==> src/rtl/dbnc_pkg.sv <==
package dbnc_pkg;
  localparam int unsigned CODE_W = 8;

  // Number of strobes needed for a code; a zero code acts as one.
  function automatic logic [CODE_W-1:0] eff_ticks(input logic [CODE_W-1:0] code);
    return (code == '0) ? CODE_W'(1) : code;
  endfunction
endpackage

==> src/rtl/dbnc_sync.sv <==
module dbnc_sync #(
  parameter int unsigned STAGES = 2
) (
  input  logic clk,
  input  logic rst_n,
  input  logic async_i,
  output logic sync_o
);
  logic [STAGES-1:0] chain_q;

  generate
    for (genvar s = 0; s < STAGES; s++) begin : g_stage
      if (s == 0) begin : g_first
        always_ff @(posedge clk or negedge rst_n)
          if (!rst_n) chain_q[0] <= 1'b0;
          else        chain_q[0] <= async_i;
      end else begin : g_next
        always_ff @(posedge clk or negedge rst_n)
          if (!rst_n) chain_q[s] <= 1'b0;
          else        chain_q[s] <= chain_q[s-1];
      end
    end
  endgenerate

  assign sync_o = chain_q[STAGES-1];
endmodule

==> src/rtl/dbnc_timer.sv <==
module dbnc_timer
  import dbnc_pkg::*;
(
  input  logic              clk,
  input  logic              rst_n,
  input  logic              enable_i,
  input  logic              tick_i,
  input  logic              level_i,
  input  logic [CODE_W-1:0] code_i,
  output logic              flag_o,
  output logic              flip_o
);
  logic [CODE_W-1:0] cnt_q;
  logic [CODE_W-1:0] limit;
  logic              mismatch;
  logic              last_tick;

  assign limit     = eff_ticks(code_i);
  assign mismatch  = enable_i && (level_i != flag_o);
  assign last_tick = mismatch && tick_i && ((cnt_q + CODE_W'(1)) >= limit);
  assign flip_o    = last_tick;

  always_ff @(posedge clk or negedge rst_n) begin
    if (!rst_n) begin
      cnt_q  <= '0;
      flag_o <= 1'b0;
    end else if (!enable_i) begin
      cnt_q  <= cnt_q;
    end else if (!mismatch) begin
      cnt_q  <= '0;
    end else if (tick_i) begin
      if (last_tick) begin
        cnt_q  <= '0;
        flag_o <= level_i;
      end else begin
        cnt_q  <= cnt_q + CODE_W'(1);
      end
    end
  end

  // the flag only moves on an enabled tick edge
  p_flag_on_tick_r3: assert property (@(posedge clk) disable iff (!rst_n)
    !$stable(flag_o) |-> $past(tick_i && enable_i));

  // disabled cycles freeze the flag
  p_disabled_hold_r1: assert property (@(posedge clk) disable iff (!rst_n)
    !enable_i |=> $stable(flag_o));

  // counter never reaches the effective limit
  p_cnt_bound_r4: assert property (@(posedge clk) disable iff (!rst_n)
    enable_i |-> (cnt_q < limit));
endmodule

==> src/rtl/dbnc_alarm.sv <==
module dbnc_alarm (
  input  logic clk,
  input  logic rst_n,
  input  logic flip_i,
  input  logic clr_i,
  input  logic mask_en_i,
  output logic status_o,
  output logic req_o
);
  always_ff @(posedge clk or negedge rst_n) begin
    if (!rst_n)      status_o <= 1'b0;
    else if (flip_i) status_o <= 1'b1;
    else if (clr_i)  status_o <= 1'b0;
  end

  assign req_o = status_o & mask_en_i;

  // a flip always leaves the status set
  p_set_on_flip_r5: assert property (@(posedge clk) disable iff (!rst_n)
    flip_i |=> status_o);

  // a lone clear drops the status
  p_clear_r7: assert property (@(posedge clk) disable iff (!rst_n)
    (clr_i && !flip_i) |=> !status_o);
endmodule

==> src/rtl/dbnc_toggle_detector.sv <==
module dbnc_toggle_detector
  import dbnc_pkg::*;
#(
  parameter int unsigned SYNC_STAGES = 2
) (
  input  logic              clk,
  input  logic              rst_n,
  input  logic              enable_i,
  input  logic              raw_i,
  input  logic              tick_i,
  input  logic [CODE_W-1:0] delay_code_i,
  input  logic              alarm_en_i,
  input  logic              clr_toggle_i,
  output logic              raw_stat_o,
  output logic              flag_o,
  output logic              toggle_stat_o,
  output logic              alarm_req_o
);
  logic raw_sync;
  logic flip;

  dbnc_sync #(.STAGES(SYNC_STAGES)) u_sync (
    .clk     (clk),
    .rst_n   (rst_n),
    .async_i (raw_i),
    .sync_o  (raw_sync)
  );

  assign raw_stat_o = raw_sync;

  dbnc_timer u_timer (
    .clk      (clk),
    .rst_n    (rst_n),
    .enable_i (enable_i),
    .tick_i   (tick_i),
    .level_i  (raw_sync),
    .code_i   (delay_code_i),
    .flag_o   (flag_o),
    .flip_o   (flip)
  );

  dbnc_alarm u_alarm (
    .clk       (clk),
    .rst_n     (rst_n),
    .flip_i    (flip),
    .clr_i     (clr_toggle_i),
    .mask_en_i (alarm_en_i),
    .status_o  (toggle_stat_o),
    .req_o     (alarm_req_o)
  );

  // every flag change comes with the status set
  p_flag_change_sets_r5: assert property (@(posedge clk) disable iff (!rst_n)
    !$stable(flag_o) |-> toggle_stat_o);

  // disabled block keeps status unless cleared
  p_disabled_status_r1: assert property (@(posedge clk) disable iff (!rst_n)
    (!enable_i && !clr_toggle_i) |=> $stable(toggle_stat_o));
endmodule

==> config.mk <==
export PLATFORM = sky130hd
export DESIGN_NAME = dbnc_toggle_detector
export DESIGN_NICKNAME = d
export VERILOG_FILES = /design/src/rtl/dbnc_pkg.sv /design/src/rtl/dbnc_sync.sv /design/src/rtl/dbnc_timer.sv /design/src/rtl/dbnc_alarm.sv /design/src/rtl/dbnc_toggle_detector.sv
export SDC_FILE = /design/constraint.sdc
export NUM_CORES = 1
export LEC_CHECK = 0
export BUFFER_PORTS_ARGS = -buffer_cell sky130_fd_sc_hd__buf_2
export CAP_MARGIN = 20
export CELL_PAD_IN_SITES_DETAIL_PLACEMENT = 0
export CELL_PAD_IN_SITES_GLOBAL_PLACEMENT = 1
export CORE_MARGIN = 2
export CORE_UTILIZATION = 43
export DETAILED_ROUTE_END_ITERATION = 12
export HOLD_SLACK_MARGIN = 0.15
export PLACE_DENSITY = 0.9
export SYNTH_ARGS = -nofsm -noshare
export SYNTH_HDL_FRONTEND = slang
export SYNTH_SLANG_ARGS = --single-unit
export TNS_END_PERCENT = 5
==> constraint.sdc <==
create_clock -name clk -period 4.4 [get_ports clk]
set_input_delay 0.88 -clock clk [delete_from_list [all_inputs] [get_ports clk]]
set_output_delay 0.88 -clock clk [all_outputs]
set_load 0.01 [all_outputs]
Yosys cells after proc, flatten, opt, wreduce, memory -nomap -nowiden
Cells that the tools add are included.
{"block": "totals", "reg_bits": 12, "latch_bits": 0, "mem_bits_rw": 0, "rom_bits": 0, "input_bits": 15, "word_cells": 23, "mem_count": 0}
{"block": "op_classes", "n_addsub": 1, "n_mul": 0, "n_div": 0, "n_lt_le_gt_ge": 1, "eq_ne": 2, "shifts": 0, "n_mux": 6, "n_bitwise": 1, "reduce_logical": 7}
{"op": "$mux W8", "count": 4}
{"op": "$add A8 B1 Y8 const B", "count": 1}
{"op": "$ge A8 B8 Y1", "count": 1}
{"op": "$logic_not A8 Y1", "count": 1}
{"op": "$reduce_and A4 Y1", "count": 1}
{"op": "$logic_and A1 B1 Y1", "count": 3}
{"op": "$mux W1", "count": 2}
{"op": "$ne A2 B2 Y1 const B", "count": 1}
{"op": "$reduce_and A2 Y1", "count": 1}
{"op": "$reduce_bool A2 Y1", "count": 1}
{"op": "$and A1 B1 Y1", "count": 1}
{"op": "$ne A1 B1 Y1", "count": 1}

Logic depth before layout (Yosys ltp)
{"block": "depth", "word_depth": 7, "depth_mapped": 10, "ltp_nobuf": 10}

Modules after synthesis
From an unflattened synthesis, not the netlist that was laid out.
{"block": "hier_totals", "hier_cells": 74, "hier_area_um2": 797.0}
{"mod": "dbnc_timer", "instances": 1, "cells_per_inst": 68, "area_per_inst_um2": 704.4, "seq_area_each_um2": 225.2}
{"mod": "dbnc_sync", "instances": 1, "cells_per_inst": 2, "area_per_inst_um2": 50.0, "seq_area_each_um2": 50.0}
{"mod": "dbnc_alarm", "instances": 1, "cells_per_inst": 4, "area_per_inst_um2": 42.5, "seq_area_each_um2": 25.0}

Worst setup path before layout
Ideal clock, no wire load.
{"block": "synth_path", "path_type": "input to register", "start": "input port delay_code_i[5]", "end": "register u_timer.flag_o", "setup_ns": 0.125, "t_arrival_ns": 2.569, "path_slack_ns": 1.706, "path_stages": 8, "path_cell_list": "nor4_1 a41o_1 ha_1 nand2b_4 a2111oi_4 o41ai_4 nand2b_2 mux2_4"}
{"block": "synth_between", "elab_chain_cells": 5}
{"element": "from (decl)", "line": "dbnc_toggle_detector.sv:11", "source": "input logic [CODE_W-1:0] delay_code_i,"}
{"element": "$logic_not A8 Y1", "line": "dbnc_pkg.sv:6", "source": "return (code == '0) ? CODE_W'(1) : code;"}
{"element": "$mux W8 (*)", "line": "dbnc_pkg.sv:6"}
{"element": "$ge A8 B8 Y1 (*)", "line": "dbnc_timer.sv:20", "source": "assign last_tick = mismatch && tick_i && ((cnt_q + CODE_W'(1)) >= limit);"}
{"element": "$logic_and A1 B1 Y1 (*)", "line": "dbnc_timer.sv:20"}
{"element": "$reduce_and A4 Y1 (no source line) (*)"}
{"element": "to (signal assigned)", "line": "dbnc_timer.sv:34", "source": "flag_o <= level_i;"}
{"element": "to (decl)", "line": "dbnc_timer.sv:10", "source": "output logic flag_o,"}
Mark *: on every way between the ends. The rest lies on a longest branch, timed or not.
A chain may end at the register's enable or synchronous reset.

Final worst setup path
Same ends and word-level chain as after synthesis.

==> flow_summary.toml <==
[synthesis]
synth_edf_count = 0
avgSynthCellArea_um2 = 10.8
yosys_warnings = 0
syn-num-nets = 98
ys_types = 25
yosysMostFrequentCell = "dfrtp_1"
ys.flop_type = "dfrtp_1"
syn_inst = 74
ys_seq_area_share_pct = 37.4
synth_top_area_share_pct = 37.4
synth.top_cells.by_count = "dfrtp_1 (12), ha_1 (9), inv_1 (9)"
synth_area_leaders = "dfrtp_1 (37%), ha_1 (14%), a22o_1 (7.6%)"
async_flop_share_pct = 100
synth_top_cell_by_area = "dfrtp_1"
ys_seq_elements = 12
netlist_area_um2 = 802

[pwr]
leakage_nw = 0.529
vdd.ir_drop.worst_uv = 221
p_per_area_mw_per_mm2 = 239

[clock_network]
htree_levels = 1
numCtsBuffers = 3
root_buffer = "clkbuf_4"
cts_sinks = 12
cts_setup_buffers = 0
path_clk_slew_ns = 0.07
post_cts_resized = 0
clk_latency_ns = 0.26
postCtsHoldBufs = 0
cts_buffer_depth = 2
cts_tree = "yes"

[global_route]
overflow = 0
grt_pass1_wl_mm = 2.40
grt_pass1_vias = 564
grt_start_max_net_pins = 13
track_usage_pct = 16.0
grt_antenna_before_repair = 0

[worst_setup_path]
required_ns = 4.55
worstSetupStartpointType = "input port"
path_class = "in -> reg"
crit_arrival_ns = 2.79
worst-path-max-fanout = 3
r2r_cells = 9
worst_setup_path_end_kind = "flop"

[floorplan]
fp-row-count = 15
start_util_pct = 45.9
ios = 19
die_w_um = 47.2
die_height_um = 47.2
core-area_mm2 = 0.00175
die_area_mm2 = 0.00223

[final_layout]
regArea_um2 = 300
synthToLayoutAreaGrowth_pct = 17.9
fill_cells = 164
n_antenna_cell = 0
multi_input_area_um2 = 468
final_cells = 120
nets = 121
post-route-util_pct = 54.2
drive_above_1_share_pct = 29.5

[drt]
drc = 0
drtIter0Drc = 4
firstDrtPassIters = 4
drtAntennaViolNets = 0
via_per_inst = 5.03
wl_per_cell_um = 11.9
drt_wl_total_mm = 1.42
vias = 603

[sta]
grt_setup_unrepaired = "false"
slew_headroom_pct = 60.6
worst_pin_slew_ns = 0.587
finalSetupViolCount = 0
period_minus_slack_ns = 2.64
max_freq_mhz = 379
hold_viol = 0
setup_tns_ns = 0
slew_viol_final = 0
skew_ns = 0.00550
period_share_pct = 59.9

[status]
outcome = "complete, no violations"

[placement]
gp_congestion = 0.816
portBuffers = 18
dpl.cell_count = 117
dp_hpwl_mm = 1.22

[job]
cap_violations = 0

[hold_path]
hp-class = "reg -> reg"
hold-path-cell-count = 0
-- state kept, by name, summed over array words and instances (netlist names) --
register	flops
u_sync.sync_o	1
u_timer.cnt_q	8
u_sync.chain_q	1
u_timer.flag_o	1
u_alarm.status_o	1
-- final timing paths --
check                                              from                           end  slack (ns)
hold reg to reg             u_sync.chain_q[0]$_DFF_PN0_       u_sync.sync_o$_DFF_PN0_        0.36
max in group asynchronous                         rst_n  u_timer.cnt_q[1]$_DFFE_PN0P_        3.71
setup / recovery                        delay_code_i[5]    u_timer.flag_o$_DFFE_PN0P_        1.76
min in group asynchronous                         rst_n  u_timer.cnt_q[7]$_DFFE_PN0P_        0.47
hold / removal              u_sync.chain_q[0]$_DFF_PN0_       u_sync.sync_o$_DFF_PN0_        0.36
setup reg to reg           u_timer.cnt_q[0]$_DFFE_PN0P_    u_timer.flag_o$_DFFE_PN0P_        1.90
-- worst max-delay path, stage by stage --
cell	delay, ns
buf_2	0.10
nor4_1	0.27
a41o_1	0.21
ha_1	0.22
nand2b_4	0.14
a2111oi_4	0.40
o41ai_4	0.16
nand2b_2	0.11
mux2_4	0.30
-- per-stage QoR --
step | instance area [um^2] | hold WS (ns) | setup slack [ns] | total power, mW
floorplan | 802 | 0.331 | 1.71 | 0.150
global placement | 923 | 0.335 | 1.55 | 0.164
detailed placement | 923 | 0.348 | 1.44 | 0.165
CTS | 946 | 0.363 | 1.74 | 0.230
global route | 946 | 0.377 | 1.68 | 0.242
finish | 946 | 0.357 | 1.76 | 0.226
-- logic make-up after synthesis --
| family | after synthesis | synth area share [%] |
|---|---|---|
| adder cells (fa/ha/maj) | 9 | 14.0 |
| XOR/XNOR | 7 | 7.64 |
| flip-flops | 12 | 37.4 |
| buffers and inverters | 9 | 4.21 |
| AO/OA/AOI/OAI | 17 | 21.2 |
| multiplexers | 1 | 1.87 |
| AND/OR/NAND/NOR | 19 | 13.6 |
-- routing by layer --
| layer | GRT usage, % | share of wire [%] |
|---|---|---|
| met1 | 19.1 | 43 |
| met2 | 26.0 | 52 |
| met3 | 6.54 | 3.7 |
| met4 | 5.56 | 1.1 |
| met5 | 0 | 0 |
-- power by group --
| part | internal (mW) | leakage, nW | switching (mW) |
|---|---|---|---|
| combinational | 0.0225 | 0.354 | 0.0222 |
| sequential | 0.114 | 0.162 | 0.00420 |
| clock | 0.0316 | 0.0138 | 0.0314 |
| total | 0.168 | 0.529 | 0.0578 |
-- layout by cell type, fill, tap and decap left out, drive strengths merged --
cell type and instances:
o21ai 3, a21oi 2, nand3 4, a22o 7, mux2 1, buf 18, a41o 1, ha 9
nand2 5, a2111oi 1, o21a 2, clkbuf 3, inv 9, o41ai 1, nor4 1, and3 1
nand2b 2, nor2 4, xnor2 3, or2 1, dfrtp 12, and2 1, xor2 4
-- cell type report --
cell class | instances | area share, %
multi-input cells | 53 | 49.5
clock buffers | 3 | 2.38
repair buffers | 18 | 9.52
well taps | 25 | 3.31
flip-flops and latches | 12 | 31.7
inverters | 9 | 3.57
(Power assumes the default switching activity.)
